### src/rtl/regacc_pkg.sv
package regacc_pkg;
  typedef enum logic [2:0] {
    ST_IDLE      = 3'd0,
    ST_GET_HDR   = 3'd1,
    ST_GET_DATA  = 3'd2,
    ST_SET_DATA  = 3'd3,
    ST_SEND_HDR  = 3'd4,
    ST_SEND_DATA = 3'd5,
    ST_SEND_FTR  = 3'd6
  } state_e;

  localparam logic [3:0] OPC_READ  = 4'h1;
  localparam logic [3:0] OPC_WRITE = 4'h2;
endpackage

### src/rtl/regacc_rst_sync.sv
module regacc_rst_sync #(
  parameter int STAGES = 2
) (
  input  logic clk,
  input  logic rst_n_in,
  output logic rst_n_out
);
  logic [STAGES-1:0] shreg;

  always_ff @(posedge clk or negedge rst_n_in) begin
    if (!rst_n_in) shreg <= '0;
    else           shreg <= {shreg[STAGES-2:0], 1'b1};
  end

  assign rst_n_out = shreg[STAGES-1];
endmodule

### src/rtl/regacc_hdr_dec.sv
module regacc_hdr_dec #(
  parameter int DW    = 8,
  parameter int NREGS = 8
) (
  input  logic [DW-1:0]   hdr,
  output logic            is_read,
  output logic            is_write,
  output logic [DW/2-1:0] addr,
  output logic            addr_ok
);
  import regacc_pkg::*;
  localparam int OPW = DW / 2;

  always_comb begin
    is_read  = (hdr[OPW-1:0] == OPW'(OPC_READ));
    is_write = (hdr[OPW-1:0] == OPW'(OPC_WRITE));
    addr     = hdr[DW-1:OPW];
    addr_ok  = (32'(addr) < 32'(NREGS));
  end
endmodule

### src/rtl/regacc_regfile.sv
module regacc_regfile #(
  parameter int DW    = 8,
  parameter int NREGS = 8,
  parameter int AW    = 4
) (
  input  logic          clk,
  input  logic          rst_n,
  input  logic          we,
  input  logic [AW-1:0] addr,
  input  logic [DW-1:0] wdata,
  output logic [DW-1:0] rdata
);
  logic [NREGS-1:0][DW-1:0] regs;

  for (genvar g = 0; g < NREGS; g++) begin : g_reg
    logic          en;
    logic [DW-1:0] q;
    assign en = we && (32'(addr) == g);
    always_ff @(posedge clk or negedge rst_n) begin
      if (!rst_n)  q <= '0;
      else if (en) q <= wdata;
    end
    assign regs[g] = q;
  end

  always_comb begin
    rdata = '0;
    for (int i = 0; i < NREGS; i++) begin
      if (32'(addr) == i) rdata = regs[i];
    end
  end
endmodule

### src/rtl/regacc_fsm.sv
module regacc_fsm #(
  parameter int DW    = 8,
  parameter int NREGS = 8
) (
  input  logic            clk,
  input  logic            rst_n,
  input  logic            in_valid,
  input  logic            in_start,
  input  logic            in_stop,
  input  logic [DW-1:0]   in_data,
  output logic            in_accept,
  input  logic            out_accept,
  output logic            out_valid,
  output logic            out_start,
  output logic            out_stop,
  output logic [DW-1:0]   out_data,
  output logic            reg_we,
  output logic [DW/2-1:0] reg_addr,
  output logic [DW-1:0]   reg_wdata,
  input  logic [DW-1:0]   reg_rdata,
  output logic [2:0]      state_o,
  output logic            err_o
);
  import regacc_pkg::*;
  localparam int AW = DW / 2;

  state_e        state_q, state_d;
  logic [DW-1:0] hdr_q;
  logic [DW-1:0] data_q, data_d;
  logic          err_q, err_d, err_en;
  logic          ovld_q, ovld_d;
  logic          hdr_en, data_en;
  logic          sending, beat_done;
  logic [DW-1:0] dec_in;
  logic          dec_rd, dec_wr, dec_ok;
  logic [AW-1:0] dec_addr;

  // The decoder looks at the incoming byte while a header is awaited,
  // and at the held header otherwise.
  assign dec_in = (state_q == ST_GET_HDR) ? in_data : hdr_q;

  regacc_hdr_dec #(.DW(DW), .NREGS(NREGS)) u_dec (
    .hdr      (dec_in),
    .is_read  (dec_rd),
    .is_write (dec_wr),
    .addr     (dec_addr),
    .addr_ok  (dec_ok)
  );

  assign in_accept = (state_q == ST_GET_HDR) || (state_q == ST_SET_DATA);
  assign sending   = (state_q == ST_SEND_HDR) || (state_q == ST_SEND_DATA) ||
                     (state_q == ST_SEND_FTR);
  assign beat_done = ovld_q && out_accept;

  always_comb begin
    state_d = state_q;
    unique case (state_q)
      ST_IDLE:     state_d = ST_GET_HDR;
      ST_GET_HDR: begin
        if (in_valid && in_start) begin
          if (dec_rd && in_stop)       state_d = ST_GET_DATA;
          else if (dec_wr && !in_stop) state_d = ST_SET_DATA;
          else                         state_d = ST_IDLE;
        end
      end
      ST_GET_DATA: state_d = ST_SEND_HDR;
      ST_SET_DATA: begin
        if (in_valid) state_d = in_stop ? ST_SEND_HDR : ST_IDLE;
      end
      ST_SEND_HDR: begin
        if (beat_done) state_d = dec_rd ? ST_SEND_DATA : ST_SEND_FTR;
      end
      ST_SEND_DATA: begin
        if (beat_done) state_d = ST_SEND_FTR;
      end
      ST_SEND_FTR: begin
        if (beat_done) state_d = ST_IDLE;
      end
      default:     state_d = ST_IDLE;
    endcase
  end

  always_comb begin
    hdr_en    = (state_q == ST_GET_HDR) && in_valid && in_start;
    reg_we    = (state_q == ST_SET_DATA) && in_valid && in_stop && dec_ok;
    reg_addr  = dec_addr;
    reg_wdata = in_data;
    data_en   = (state_q == ST_GET_DATA);
    data_d    = dec_ok ? reg_rdata : '0;
    err_en    = 1'b0;
    err_d     = err_q;
    if ((state_q == ST_GET_DATA) ||
        ((state_q == ST_SET_DATA) && in_valid && in_stop)) begin
      err_en = 1'b1;
      err_d  = !dec_ok;
    end else if ((state_q == ST_SEND_FTR) && beat_done) begin
      err_en = 1'b1;
      err_d  = 1'b0;
    end
    // Present a beat when none is up; drop it for one cycle once taken.
    ovld_d = sending && !beat_done;
  end

  always_ff @(posedge clk or negedge rst_n) begin
    if (!rst_n) begin
      state_q <= ST_IDLE;
      hdr_q   <= '0;
      data_q  <= '0;
      err_q   <= 1'b0;
      ovld_q  <= 1'b0;
    end else begin
      state_q <= state_d;
      ovld_q  <= ovld_d;
      if (hdr_en)  hdr_q  <= in_data;
      if (data_en) data_q <= data_d;
      if (err_en)  err_q  <= err_d;
    end
  end

  always_comb begin
    out_valid = ovld_q;
    out_start = ovld_q && (state_q == ST_SEND_HDR);
    out_stop  = ovld_q && (state_q == ST_SEND_FTR);
    out_data  = '0;
    if (ovld_q) begin
      unique case (state_q)
        ST_SEND_HDR:  out_data = hdr_q;
        ST_SEND_DATA: out_data = data_q;
        default:      out_data = {{(DW-1){1'b0}}, err_q};
      endcase
    end
  end

  assign state_o = state_q;
  assign err_o   = err_q;
endmodule

### src/rtl/regacc_ctrl.sv
module regacc_ctrl #(
  parameter int DW    = 8,
  parameter int NREGS = 8
) (
  input  logic          clk,
  input  logic          rst_n,
  input  logic          in_valid,
  input  logic          in_start,
  input  logic          in_stop,
  input  logic [DW-1:0] in_data,
  output logic          in_accept,
  output logic          out_valid,
  output logic          out_start,
  output logic          out_stop,
  output logic [DW-1:0] out_data,
  input  logic          out_accept
);
  localparam int AW = DW / 2;

  logic          rst_n_sync;
  logic          reg_we;
  logic [AW-1:0] reg_addr;
  logic [DW-1:0] reg_wdata, reg_rdata;
  logic [2:0]    fsm_state;
  logic          fsm_err;

  regacc_rst_sync #(.STAGES(2)) u_rst (
    .clk       (clk),
    .rst_n_in  (rst_n),
    .rst_n_out (rst_n_sync)
  );

  regacc_regfile #(.DW(DW), .NREGS(NREGS), .AW(AW)) u_regs (
    .clk   (clk),
    .rst_n (rst_n_sync),
    .we    (reg_we),
    .addr  (reg_addr),
    .wdata (reg_wdata),
    .rdata (reg_rdata)
  );

  regacc_fsm #(.DW(DW), .NREGS(NREGS)) u_fsm (
    .clk        (clk),
    .rst_n      (rst_n_sync),
    .in_valid   (in_valid),
    .in_start   (in_start),
    .in_stop    (in_stop),
    .in_data    (in_data),
    .in_accept  (in_accept),
    .out_accept (out_accept),
    .out_valid  (out_valid),
    .out_start  (out_start),
    .out_stop   (out_stop),
    .out_data   (out_data),
    .reg_we     (reg_we),
    .reg_addr   (reg_addr),
    .reg_wdata  (reg_wdata),
    .reg_rdata  (reg_rdata),
    .state_o    (fsm_state),
    .err_o      (fsm_err)
  );
endmodule

### config.mk
export PLATFORM = sky130hd
export DESIGN_NAME = regacc_ctrl
export DESIGN_NICKNAME = d
export VERILOG_FILES = /design/src/rtl/regacc_pkg.sv /design/src/rtl/regacc_rst_sync.sv /design/src/rtl/regacc_hdr_dec.sv /design/src/rtl/regacc_regfile.sv /design/src/rtl/regacc_fsm.sv /design/src/rtl/regacc_ctrl.sv
export SDC_FILE = /design/constraint.sdc
export NUM_CORES = 1
export LEC_CHECK = 0
export ABC_CLOCK_PERIOD_IN_PS = 7500
export BUFFER_PORTS_ARGS = -buffer_cell sky130_fd_sc_hd__buf_2
export CAP_MARGIN = 0
export CORE_UTILIZATION = 35
export CTS_BUF_LIST = sky130_fd_sc_hd__clkbuf_4 sky130_fd_sc_hd__clkbuf_8
export CTS_CLUSTER_SIZE = 25
export DETAILED_ROUTE_END_ITERATION = 6
export GPL_ROUTABILITY_DRIVEN = 0
export SYNTH_ARGS = -nofsm -noshare
export SYNTH_HDL_FRONTEND = slang
export SYNTH_HIERARCHICAL = 1
export SYNTH_SLANG_ARGS = --single-unit
### constraint.sdc
create_clock -name clk -period 7.5 [get_ports clk]
set_input_delay 0 -clock clk [delete_from_list [all_inputs] [get_ports clk]]
set_output_delay 0 -clock clk [all_outputs]
set_load 0.02 [all_outputs]
# Word level (Yosys, flattened, before mapping)
# Index checks and enable logic that the tools add are counted.
# totals
wordCells	94
regBits	87
out_inout_bits	12
# classes
n_reduce_logical	33
n_eq_ne	20
n_lt_le_gt_ge	1
muxes	26
# op_table
op	count
two-way mux 8 bit	11
logical AND 1 bit	21
two-way mux 3 bit	7
case mux 3 bit (7 select lines)	1
equality test 4 x 3 -> 1 bit, second input constant	4
case mux 8 bit (2 select lines)	1
equality test 4 x 2 -> 1 bit, second input constant	3
equality test 3 bit, second input constant	3
equality test 4 x 1 -> 1 bit, second input constant	2
equality test 3 x 2 -> 1 bit, second input constant	2
!= test 2 x 1 -> 1 bit, second input constant	3
AND reduction 5 bit	1
logical NOT 4 bit	1
logical OR 1 bit	4
less-than comparator 4 bit, second input constant	1
two-way mux 1 bit	4
two-way mux 2 bit	2
!= test 2 bit, second input constant	2
equality test 3 x 1 -> 1 bit, second input constant	1
logical NOT 1 bit	3
logical NOT 3 bit	1
AND reduction 2 bit	1
nonzero test 2 bit	1

# Longest topological paths before layout
# Gate-level depths: netlist (run 1).
# depth
word_depth	12
ltp_mapped	12
ltp_nobuf	9

# By module
# The synthesis (run 1) kept the hierarchy.
# modules_own_cells
mod	cells_each	seq_area_each_um2	area_each_um2	instances
regacc_regfile	241	1601.5	3154.3	1
regacc_fsm	128	525.5	1301.2	1
regacc_rst_sync	3	50.0	53.8	1
regacc_hdr_dec	7	0.0	51.3	1

# Least setup slack after synthesis (run 1)
# OpenSTA, ideal clock, no wires.
# synth_timing
kind	register -> register
start	reg u_fsm.state_q[2], in the netlist u_fsm/state_o[2]
end	reg u_regs.g_reg[6].q[0]
t_arrival_ns	2.778
path_slack_ns	4.597
stages_incl_launch_ff	12
required_time_ns	7.375
n_path_buf	3
path_cell_list	dfrtp_1 -> buf_4 -> nor3b_4 -> mux2_2 -> inv_1 -> buf_1 -> nand2_1 -> nor4_1 -> buf_2 -> nand2_1 -> nor3_4 -> mux2_2
# synth_between
elab_chain_len	5
elab_cells_between_ends	9
cone_classes	1 x order compare; 3 x eq/ne; 1 x mux; 4 x reduce/logical
# synth_rtl
item	line	source
start: declaration	regacc_fsm.sv:27	state_e state_q, state_d;
start signal: assignment	regacc_fsm.sv:112	state_q <= state_d;
equality test 3 x 1 -> 1 bit	regacc_fsm.sv:40	assign dec_in = (state_q == ST_GET_HDR) ? in_data : hdr_q;
two-way mux 8 bit	regacc_fsm.sv:40	
via u_fsm.dec_in[7]	regacc_fsm.sv:34	logic [DW-1:0] dec_in;
less-than comparator 4 bit	regacc_hdr_dec.sv:18	addr_ok = (32'(addr) < 32'(NREGS));
via u_fsm.dec_ok	regacc_fsm.sv:35	logic dec_rd, dec_wr, dec_ok;
logical AND 1 bit	regacc_fsm.sv:85	reg_we = (state_q == ST_SET_DATA) && in_valid && in_stop && dec_ok;
via reg_we	regacc_ctrl.sv:21	logic reg_we;
logical AND 1 bit	regacc_regfile.sv:18	assign en = we && (32'(addr) == g);
end signal: assignment	regacc_regfile.sv:21	else if (en) q <= wdata;
end: declaration	regacc_regfile.sv:17	logic [DW-1:0] q;
# The timed path passes the listed nets, and every way through them passes these cells.
# A chain may end at the register's enable or synchronous reset.

# Worst setup path in the final report (run 1)
# layout_timing
start	reg u_fsm.state_q[0], in the netlist u_fsm/state_o[0]
end	reg u_regs.g_reg[6].q[1]
# layout_between
elab_chain_len	5
elab_cells_between_ends	9
cone_classes	1 x order compare; 3 x eq/ne; 1 x mux; 4 x reduce/logical
# layout_rtl
item	line	source
equality test 3 x 1 -> 1 bit	regacc_fsm.sv:40	
two-way mux 8 bit	regacc_fsm.sv:40	
via reg_addr[3]	regacc_ctrl.sv:22	logic [AW-1:0] reg_addr;
less-than comparator 4 bit	regacc_hdr_dec.sv:18	
via u_fsm.dec_ok	regacc_fsm.sv:35	
logical AND 1 bit	regacc_fsm.sv:85	
via reg_we	regacc_ctrl.sv:21	
logical AND 1 bit	regacc_regfile.sv:18	
# The timed path passes the listed nets, and every way through them passes these cells.

==> results by group, run 1 <==
Worst hold path
  – Hold Path Class: input port to flop
  – Min-Delay Path Depth: 4
  – Hold Path Origin: in_stop
  – End of the worst hold path: u_fsm/state_o[0]

Synthesis
  – Yosys warns: 6
  – Post-synthesis cell area: 4560 µm²
  – Post-synth cell types: between 40 and 50
  – Syn Inst Count: about 380
  – Seq cells post-synth: 87
  – EDFF count, synth: 0
  – Synthesized Nets: 393
  – Yosys top cell by area: dfrtp_1
  – Sequential area share after synthesis: between 40 and 50%
  – FFs w/ async S/R, synth: 100%
  – Synth top area share: between 40% and 50%
  – Top cells by area, synth: dfrtp_1 48%, mux2_2 19%, mux2i_1 5.9%
  – Mean Syn Cell Area: roughly 12 µm²
  – Synth Flop Type: dfrtp_1

Route
  – Residual DRC: 0
  – Final WL: around 9600 µm
  – Routed vias/inst: ~5.3
  – Drt wl/cell: 17.3 µm
  – DRT Pass-1 Iters: 5
  – Via Count: between 2000 and 3000
  – DRT iter0 DRCs: around 140
  – Final ANT Viol Nets: 0

Worst setup path
  – Crit-path slowest cell: nor4_1
  – CP startpoint kind: flop
  – Critical path arrival: between 4 and 5 ns
  – Crit-path max FO: 18
  – CP endpoint kind: flop
  – CP peak stage delay: about 0.94 ns
  – Reg2Reg Depth: 8
  – Crit path cell chain: nor3b_4, mux2_2, inv_1, nand2_1, nor4_1, nand2_1, nor3_4, mux2_2
  – Worst R2R Setup Slack: approximately 3.2 ns
  – Worst r2r src: u_fsm/state_o[0]
  – Required time of the critical path: approximately 7.8 ns
  – Critical path class: flop to flop
  – Reg-to-reg endpoint: u_regs/g_reg[6].q[1]

Placed design
  – Port Buffers: 25
  – Cell total after placement: 540
  – DP Wirelength: around 6300 µm
  – Pre-CTS WS: roughly 3.3 ns

Layout
  – Fillers: around 1300
  – Most frequent cells in the layout: 86 x dfrtp_1, 77 x mux2_2, 27 x mux2i_1, 25 x buf_2, 24 x nor2_1
  – Antenna diodes: 0
  – Commonest non-fill, non-tap cell in the layout: dfrtp_1
  – Post-Layout Cell Count: about 560
  – Layout Nets: 395
  – Area grow syn2layout: 6.97%
  – Multi-input logic area: ~2100 µm²
  – Layout cell share with drive strength beyond 1: between 30% and 40%
  – Register area: 2180 µm²

Floorplanning
  – Core area: roughly 13000 µm²
  – DIE AREA: about 13000 µm²
  – I/O Pins: 26
  – Std cell rows: 41
  – Die X: between 100 and 150 µm
  – Die Span Y: about 120 µm
  – Initial Utilization: around 36%

Clocking
  – CTS sink cnt: 87
  – CTS tree: built
  – Max H-tree Level: 3
  – Num CTS Buffers: 9
  – Root Buffer: clkbuf_8
  – Clock buffer depth: 2
  – Worst-skew pair later-pin latency: 0.36 ns
  – Worst-path clk slew: about 0.08 ns
  – Post-CTS Resized: 0

Power
  – Leak: 2.26 nW
  – Peak supply drop: between 0.09 and 0.1 mV
  – PD cells: about 280 nW/µm²

Timing
  – RSZ-0062 raised after global routing: false
  – # setup viols final: 0
  – Worst Skew: ~0.0095 ns
  – Final Slew Violations: 0
  – Count of final hold-check violations: 0
  – Fmax: between 200 and 250 MHz
  – Worst Tran Pin Value: about 1.2 ns
  – Setup TNS: 0 ns
  – Relative slew margins: 22.2%
  – Worst hold margin: about 0.056 ns
  – Final Cycle Share: between 50% and 60%
  – Setup WS post-layout: 3.19 ns
  – Tmin final: around 4.3 ns

Global routing
  – Grt total ovfl: 0
  – Vias in the first global route: 2991
  – Global Route Usage Sum: approximately 16%
  – Global-route wire length before repair: approximately 16000 µm
  – Largest net degree at the start of global routing: between 80 and 90
  – Antenna violations before repair: 0

Job
  – Max Cap Viol: 0

Status
  – Status: finished, final reports clean
[cells by family after synthesis]
logic type,Yosys count,share of synthesized area [%]
muxes,115,28.8
other,1,0.0822
buffers and inverters,44,6.01
AOI/OAI and AO/OA,49,7.08
DFF,87,47.7
and+or+nand+nor,83,10.3
[metrics by stage]
step                      util (%)  area (µm²)  total power, W
after global placement        36.8        4660         0.00103
after global routing          38.5        4880         0.00144
final                         38.5        4880         0.00135
after detailed placement      36.8        4660         0.00103
after CTS                     38.5        4880         0.00136
after floorplan                  -        4560        0.000967
[power by group]
group | leakage [nW] | internal (W) | switching (W)
sequential | 1.19 | 0.000532 | 0.0000697
clock | 0.107 | 0.000169 | 0.000159
combinational | 0.963 | 0.000173 | 0.000247
total | 2.26 | 0.000874 | 0.000477
[what timing repair did]
item | 4_1_cts | 5_1_grt
hold buffers | 2 | 0
buffers inserted | 0 | 0
hold endpoints to repair | 2 | 0
[area by class of cell]
cell class,instances,area share [%]
timing repair buffer,27,2.98
sequential,87,44.7
clock inverter,4,0.923
tap,172,4.41
clock buffer,12,3.13
inverter,8,0.616
multi-input combinational,248,43.2
[flip-flops by register name, indices dropped and copies added, names as in the netlist]
name             cells
u_rst/shreg          2
u_fsm/hdr_q          8
u_fsm/data_q         8
u_fsm/err_o          1
u_fsm/out_valid      1
u_fsm/state_o        3
u_regs/g.q          64
[synth_stat cells, types with 3 or more instances]
cell       n
dfrtp_1   87
mux2_2    77
mux2i_1   27
nor2_1    24
nand2_1   22
buf_4     18
o21ai_0   17
buf_2      9
inv_1      8
mux2_4     8
a221oi_1   7
nand3b_1   7
a22oi_1    5
nor2b_1    5
o22ai_1    5
a21oi_1    4
buf_6      4
clkbuf_1   4
a211oi_1   3
and3_1     3
nand2b_1   3
nand3_2    3
[routing by layer]
layer	vias up	GRT usage, %	routed length [µm]
met1	1496	21.3	4510
met2	73	25.2	4560
li1	1352	-	-
met5	-	0	0
met4	0	6.41	131
met3	9	4.26	450
[how the worst max path moves through the flow]
stage / startpoint / endpoint / slack [ns]
2_1_floorplan: u_fsm/state_o[2] / u_regs/g_reg[6].q[0] / 4.60
3_3_place_gp: u_fsm/state_o[0] / u_regs/g_reg[6].q[0] / 3.50
3_5_place_dp: u_fsm/state_o[0] / u_regs/g_reg[6].q[4] / 3.27
4_1_cts: u_fsm/state_o[0] / u_regs/g_reg[6].q[4] / 3.23
5_1_grt: u_fsm/state_o[0] / u_regs/g_reg[6].q[7] / 2.92
6_report: u_fsm/state_o[0] / u_regs/g_reg[6].q[1] / 3.19
[critical path: cells and delay by family, from the launching register on]
kind / cells / cell delay [ns]
AND/OR/NAND/NOR: 5 / 2.33
flip-flops: 1 / 0.78
multiplexers: 2 / 0.83
buffers and inverters: 1 / 0.27
No activity file was read; power rests on OpenSTA's default activity.
==> inputs of run 2 (changes only) <==
- ABC_CLOCK_PERIOD_IN_PS: 7500 -> 4400
- clock period: 7.5 -> 4.4 ns (I/O delays scaled with it)
==> results by group, run 2 (same netlist as run 1, synthesis figures left out) <==
Layout
  – Commonest non-fill, non-tap cell in the layout: dfrtp_1
  – Area grow syn2layout: 8.78%
  – Design area: 4960 µm² (+1.7%)
  – Layout cell share with drive strength beyond 1: 36.9% (+0.65 points)
  – Max reg flops: 64 (unchanged)
  – Antenna diodes: 0 (unchanged)
  – Regs by FF count: u_regs/g.q x64, u_fsm/data_q x8, u_fsm/hdr_q x8
  – Post-Layout Cell Count: 562 (+0.72%)
  – Layout Nets: 399 (+1.0%)
  – Most frequent cells in the layout: 86 x dfrtp_1, 77 x mux2_2, 27 x mux2i_1, 25 x buf_2, 24 x nor2_1
  – Reg with most FFs: u_regs/g.q

Worst setup path
  – Crit-path max FO: 10 (-8)
  – Critical path's top delay family: simple AND/OR/NAND/NOR gates
  – CP peak stage delay: 0.49 ns (-0.45 ns)
  – Crit path cell chain: nor3b_4, mux2_2, inv_1, nand2_1, nor4_1, buf_4, nand2_1, nor3_4, mux2_2
  – Critical path class: flop to flop
  – Required time of the critical path: 4.64 ns (-3.11 ns)
  – CP endpoint kind: flop
  – Crit-path slowest cell: dfrtp_1
  – CP bufs+invs: 2 (+1)
  – CP startpoint kind: flop
  – Critical path arrival: 3.65 ns (-0.91 ns)

Floorplanning
  – Core area: 12700 µm² (unchanged)
  – Die Span Y: 116 µm (unchanged)
  – DIE AREA: 13500 µm² (unchanged)
  – Die X: 116 µm (unchanged)
  – Initial Utilization: 36.0% (unchanged)
  – I/O Pins: 26 (unchanged)
  – Std cell rows: 41 (unchanged)

Power
  – Clock power frac: 27.8% (+3.5 points)
  – Net switching power: 0.000824 W (+73%)
  – Switching power share of the total: 33.8% (-1.5 points)
  – Combinational fraction of design power: 30.7% (-0.4 points)
  – PD cells: 491 nW/µm² (+77%)
  – Internal power: 0.00161 W (+85%)
  – Leak: 2.29 nW (+1.4%)
  – Sequential fraction of design power: 41.4% (-3.2 points)
  – Peak supply drop: 0.211 mV (+130%)

Placed design
  – Port Buffers: 25 (unchanged)
  – DP Area: 4690 µm² (+0.64%)
  – DP Wirelength: 6510 µm (+2.8%)
  – Pre-CTS WS: 1.00 ns (-2.26 ns)
  – Cell total after placement: 544 (+0.74%)

Clocking
  – Worst-skew pair later-pin latency: 0.36 ns (about the same)
  – Clock buffer depth: 2 (unchanged)
  – Post-CTS setup buffers: 0 (unchanged)
  – Max H-tree Level: 3 (unchanged)
  – Root Buffer: clkbuf_8
  – Post-CTS Hold Fix Bufs: 2 (unchanged)
  – Num CTS Buffers: 9 (unchanged)
  – Post-CTS Resized: 0 (unchanged)
  – Worst-path clk slew: 0.09 ns (about the same)
  – CTS sink cnt: 87 (unchanged)
  – CTS tree: built

Global routing
  – Antenna violations before repair: 0 (unchanged)
  – Grt total ovfl: 0 (unchanged)
  – Largest net degree at the start of global routing: 86 (unchanged)
  – Global Route Usage Sum: 15.4% (-0.65 points)
  – Vias in the first global route: 2902 (-3.0%)
  – Global-route wire length before repair: 15600 µm (-3.0%)

Timing
  – Final Cycle Share: 77.6% (+20 points)
  – Setup WS post-layout: 0.984 ns (-2.20 ns)
  – Worst Skew: 0.0120 ns (+0.00250 ns)
  – Setup TNS: 0 ns (unchanged)
  – Tmin final: 3.42 ns (-0.898 ns)
  – RSZ-0062 raised after global routing: false
  – Count of final hold-check violations: 0 (unchanged)
  – Relative slew margins: 26.6% (+4.4 points)
  – Fmax: 293 MHz (+26%)
  – Final Slew Violations: 0 (unchanged)
  – # setup viols final: 0 (unchanged)
  – Worst Tran Pin Value: 1.10 ns (-0.0554 ns)

Route
  – DRT iter0 DRCs: 165 (+15%)
  – Via Count: 2886 (-1.5%)
  – Final WL: 9560 µm (-0.89%)
  – Drt wl/cell: 17.0 µm (-1.6%)
  – Routed vias/inst: 5.14 (-2.2%)
  – Residual DRC: 0 (unchanged)
  – Final ANT Viol Nets: 0 (unchanged)
  – DRT Pass-1 Iters: 5 (unchanged)

Worst hold path
  – Hold Path Class: input port to flop

Job
  – Max Cap Viol: 0 (unchanged)

Status
  – Status: finished, final reports clean
-- run 2: cell count changes in the layout (fill, tap and decap cells not counted), sizes merged --
cell / previous run / this run
bufinv: 1 / 3
buf: 25 / 29
clkinvlp: 0 / 2
clkinv: 3 / 0
clkbuf: 12 / 11
-- run 2: final timing paths --
path / from / endpoint / slack, ns / cells past startpoint
worst max register to register: u_fsm/state_o[2] / u_regs/g_reg[6].q[4] / 0.98 / 9
worst min register to register: u_rst/shreg[0] / u_rst/shreg[1] / 0.36 / 0
worst max-delay path: u_fsm/state_o[2] / u_regs/g_reg[6].q[4] / 0.98 / 9
worst min-delay path: in_data[5] / u_fsm/hdr_q[5] / 0.04 / 2
min in group asynchronous: rst_n / u_rst/shreg[1] / 0.49 / 3
max in group asynchronous: u_rst/shreg[1] / u_regs/g_reg[6].q[3] / 3.15 / 0
-- run 2: power groups by stage --
stage	Combinational, W	Clock [W]	Sequential [W]
2_1_floorplan	0.000664	0	0.000984
3_3_place_gp	0.000734	0	0.00102
3_5_place_dp	0.000747	0	0.00103
4_1_cts	0.000749	0.000696	0.00101
5_1_grt	0.000822	0.000727	0.00103
6_report	0.000749	0.000679	0.00101
-- run 2: layout make-up --
cell class,count,area (µm²)
clock buffer,11,145
clock inverter,5,105
fill,1215,7710
inverter,8,30.0
multi-input combinational,248,2110
sequential,87,2180
tap,172,215
timing repair buffer,31,175
-- run 2: worst register-to-register path, cell delays in order, from the launching register on --
cell and delay [ns]:
dfrtp_1 0.49, nor3b_4 0.45, mux2_2 0.45, inv_1 0.29, nand2_1 0.10, nor4_1 0.26, buf_4 0.21, nand2_1 0.16
nor3_4 0.48, mux2_2 0.40
-- run 2: metal layers --
layer	track usage (%)	vias up	share of wire [%]	wire length [µm]
met1	20.3	1445	48	4620
met4	5.04	0	1.1	102
met2	25.4	67	47	4450
met5	0	-	0	0
met3	3.22	9	4.1	395
li1	-	1365	-	-
-- run 2: through the flow --
stage / util (%) / power, W / hold slack (ns)
after floorplan: - / 0.00165 / -0.296
after global placement: 37.0 / 0.00176 / -0.215
after detailed placement: 37.0 / 0.00178 / -0.212
after CTS: 39.2 / 0.00246 / 0.0283
after global routing: 39.2 / 0.00258 / 0.0528
final: 39.2 / 0.00244 / 0.0363
==> inputs of run 3 (changes only) <==
- ABC_AREA: unset -> 1
- ABC_CLOCK_PERIOD_IN_PS: 4400 -> 3500
- clock period: 4.4 -> 3.5 ns (I/O delays scaled with it)
==> results by group, run 3 <==
Status
  – Status: finished, final reports clean

Worst hold path
  – Hold Path Class: input port to flop
  – Hold Path Origin: in_valid

Timing
  – Final Cycle Share: 81.9% (+4.3 points)
  – RSZ-0062 raised after global routing: false
  – Final Slew Violations: 0 (unchanged)
  – Setup TNS: 0 ns (unchanged)
  – # setup viols final: 0 (unchanged)
  – Worst Skew: 0.00919 ns (-0.00279 ns)
  – Count of final hold-check violations: 0 (unchanged)
  – Worst Tran Pin Value: 1.11 ns (+0.00544 ns)
  – Tmin final: 2.87 ns (-0.549 ns)
  – Relative slew margins: 26.3% (-0.36 points)
  – Fmax: 349 MHz (+19%)

Layout
  – Regs by FF count: u_regs/g.q x64, u_fsm/data_q x8, u_fsm/hdr_q x8
  – Commonest non-fill, non-tap cell in the layout: nand2_1
  – Area grow syn2layout: 10.5%
  – Antenna diodes: 0 (unchanged)
  – Layout Nets: 571 (+43%)
  – Fillers: 1279 (+5.3%)
  – Max reg flops: 64 (unchanged)
  – Reg with most FFs: u_regs/g.q
  – Most frequent cells in the layout: 154 x nand2_1, 86 x dfrtp_1, 70 x o21ai_0, 49 x inv_1, 45 x nand3_1
  – Layout cell share with drive strength beyond 1: 16.0% (-21 points)
  – Design area: 4900 µm² (-1.1%)
  – Post-Layout Cell Count: 730 (+30%)

Floorplanning
  – Core area: 12200 µm² (-3.6%)
  – I/O Pins: 26 (unchanged)
  – Die Span Y: 115 µm (-1.3%)
  – DIE AREA: 13100 µm² (-2.6%)
  – Die X: 115 µm (-1.3%)
  – Std cell rows: 40 (-2.4%)
  – Initial Utilization: 36.4% (+0.36 points)

Synthesis
  – Synthesized Nets: 550 (+40%)
  – Top cells by area, synth: dfrtp_1 49%, nand2_1 13%, o21ai_0 7.9%
  – Syn Inst Count: 536 (+41%)
  – Synth top area share: 49.0% (+1.3 points)
  – Sequential area share after synthesis: 49.0% (+1.3 points)
  – EDFF count, synth: 0 (unchanged)
  – Synth Flop Type: dfrtp_1
  – Seq cells post-synth: 87 (unchanged)
  – Post-synthesis cell area: 4440 µm² (-2.7%)
  – Count leader, synth: nand2_1
  – Synth top cells by count: 154 x nand2_1, 87 x dfrtp_1, 70 x o21ai_0
  – FFs w/ async S/R, synth: 100% (unchanged)
  – Yosys warns: 6 (unchanged)
  – Post-synth cell types: 28 (-38%)
  – Yosys top cell by area: dfrtp_1
  – Mean Syn Cell Area: 8.28 µm² (-31%)

Clocking
  – Clock buffer depth: 2 (unchanged)
  – Post-CTS setup buffers: 0 (unchanged)
  – CTS tree: built
  – Root Buffer: clkbuf_8
  – Worst-skew pair later-pin latency: 0.37 ns (about the same)
  – Worst-path clk slew: 0.09 ns (about the same)
  – Num CTS Buffers: 9 (unchanged)
  – Max H-tree Level: 3 (unchanged)
  – CTS sink cnt: 87 (unchanged)

Job
  – Max Cap Viol: 0 (unchanged)

Route
  – DRT iter0 DRCs: 390 (+140%)
  – Via Count: 3541 (+23%)
  – Residual DRC: 0 (unchanged)
  – Final ANT Viol Nets: 0 (unchanged)
  – Final WL: 10700 µm (+11%)
  – Routed vias/inst: 4.85 (-5.5%)
  – DRT Pass-1 Iters: 5 (unchanged)
  – Drt wl/cell: 14.6 µm (-14%)

Worst setup path
  – CP endpoint kind: flop
  – Crit. Startpoint: u_fsm/state_o[0]
  – Crit-path max FO: 17 (+7)
  – Critical path class: flop to flop
  – CP startpoint kind: flop
  – Worst r2r src: u_fsm/state_o[0]
  – Critical path arrival: 3.13 ns (-0.52 ns)
  – Required time of the critical path: 3.76 ns (-0.88 ns)

Global routing
  – Global-route wire length before repair: 17600 µm (+12%)
  – Antenna violations before repair: 0 (unchanged)
  – Largest net degree at the start of global routing: 86 (unchanged)
  – Vias in the first global route: 3431 (+18%)
  – Grt total ovfl: 0 (unchanged)
  – Global Route Usage Sum: 17.8% (+2.4 points)

Power
  – Leak: 2.28 nW (-0.35%)
  – PD cells: 673 nW/µm² (+37%)
  – Peak supply drop: 0.239 mV (+13%)

Placed design
  – DP Area: 4580 µm² (-2.3%)
  – Cell total after placement: 703 (+29%)
  – DP Wirelength: 7350 µm (+13%)
  – Port Buffers: 25 (unchanged)
## run 3: cell families after synthesis
kind of cell	count (synthesis)	share of synthesized area, %
simple gates	259	27.2
compound gates	102	13.5
flops	87	49.0
buf+inv	87	10.1
other cells	1	0.0845
## run 3: report_power, final
group	total [W]	leakage, nW	switching, W	internal, W
clock network	0.000748	0.113	0.000353	0.000394
logic	0.00119	0.984	0.000832	0.000357
registers	0.00136	1.19	0.000169	0.00120
total	0.00330	2.28	0.00135	0.00195
## run 3: area by class of cell
type / count / area [µm²] / area share (%)
timing repair buffer: 42 / 280 / 5.71
clock inverter: 3 / 40.0 / 0.816
inverter: 55 / 206 / 4.21
clock buffer: 13 / 173 / 3.52
multi-input combinational: 362 / 1810 / 37.0
tap: 168 / 210 / 4.29
sequential: 87 / 2180 / 44.5
## run 3: timing repair
action / in CTS / in global routing
hold buffers: 11 / 0
gates resized for setup: 0 / 0
endpoints found under the hold margin: 12 / 0
## run 3: per-layer routing
layer / track usage (%) / wire length (µm) / vias up
met2: 27.7 / 4790 / 99
met4: 5.89 / 165 / 0
met5: 0 / 0 / -
li1: - / - / 1768
met3: 5.13 / 556 / 12
met1: 23.9 / 5140 / 1662
## run 3: path summary, 6_finish.rpt
path | to | slack (ns) | cells past startpoint
min in group asynchronous | u_rst/shreg[1] | 0.47 | 3
min | u_fsm/err_o | 0.05 | 4
max in group asynchronous | u_regs/g_reg[4].q[1] | 2.25 | 0
min reg2reg | u_rst/shreg[1] | 0.36 | 0
max | u_regs/g_reg[1].q[2] | 0.63 | 9
max reg2reg | u_regs/g_reg[1].q[2] | 0.63 | 9
## run 3: critical path, stage by stage, from the launching register on
cell     delay (ns)
dfrtp_1        0.57
inv_2          0.10
nor2_4         0.12
nand2_2        0.18
o21ai_0        0.23
buf_4          0.21
inv_1          0.10
nor2_2         0.35
nand3_1        0.55
o21ai_0        0.35
## run 3: through the flow
stage | utilization (%) | setup WS, ns | power [W] | hold WS (ns)
finish | 40.2 | 0.633 | 0.00330 | 0.0466
detailed placement | 37.5 | 0.669 | 0.00256 | -0.212
global route | 40.2 | 0.313 | 0.00354 | 0.0548
CTS | 40.2 | 0.627 | 0.00332 | 0.0481
floorplan | - | 0.897 | 0.00230 | -0.296
global placement | 37.5 | 0.735 | 0.00254 | -0.213
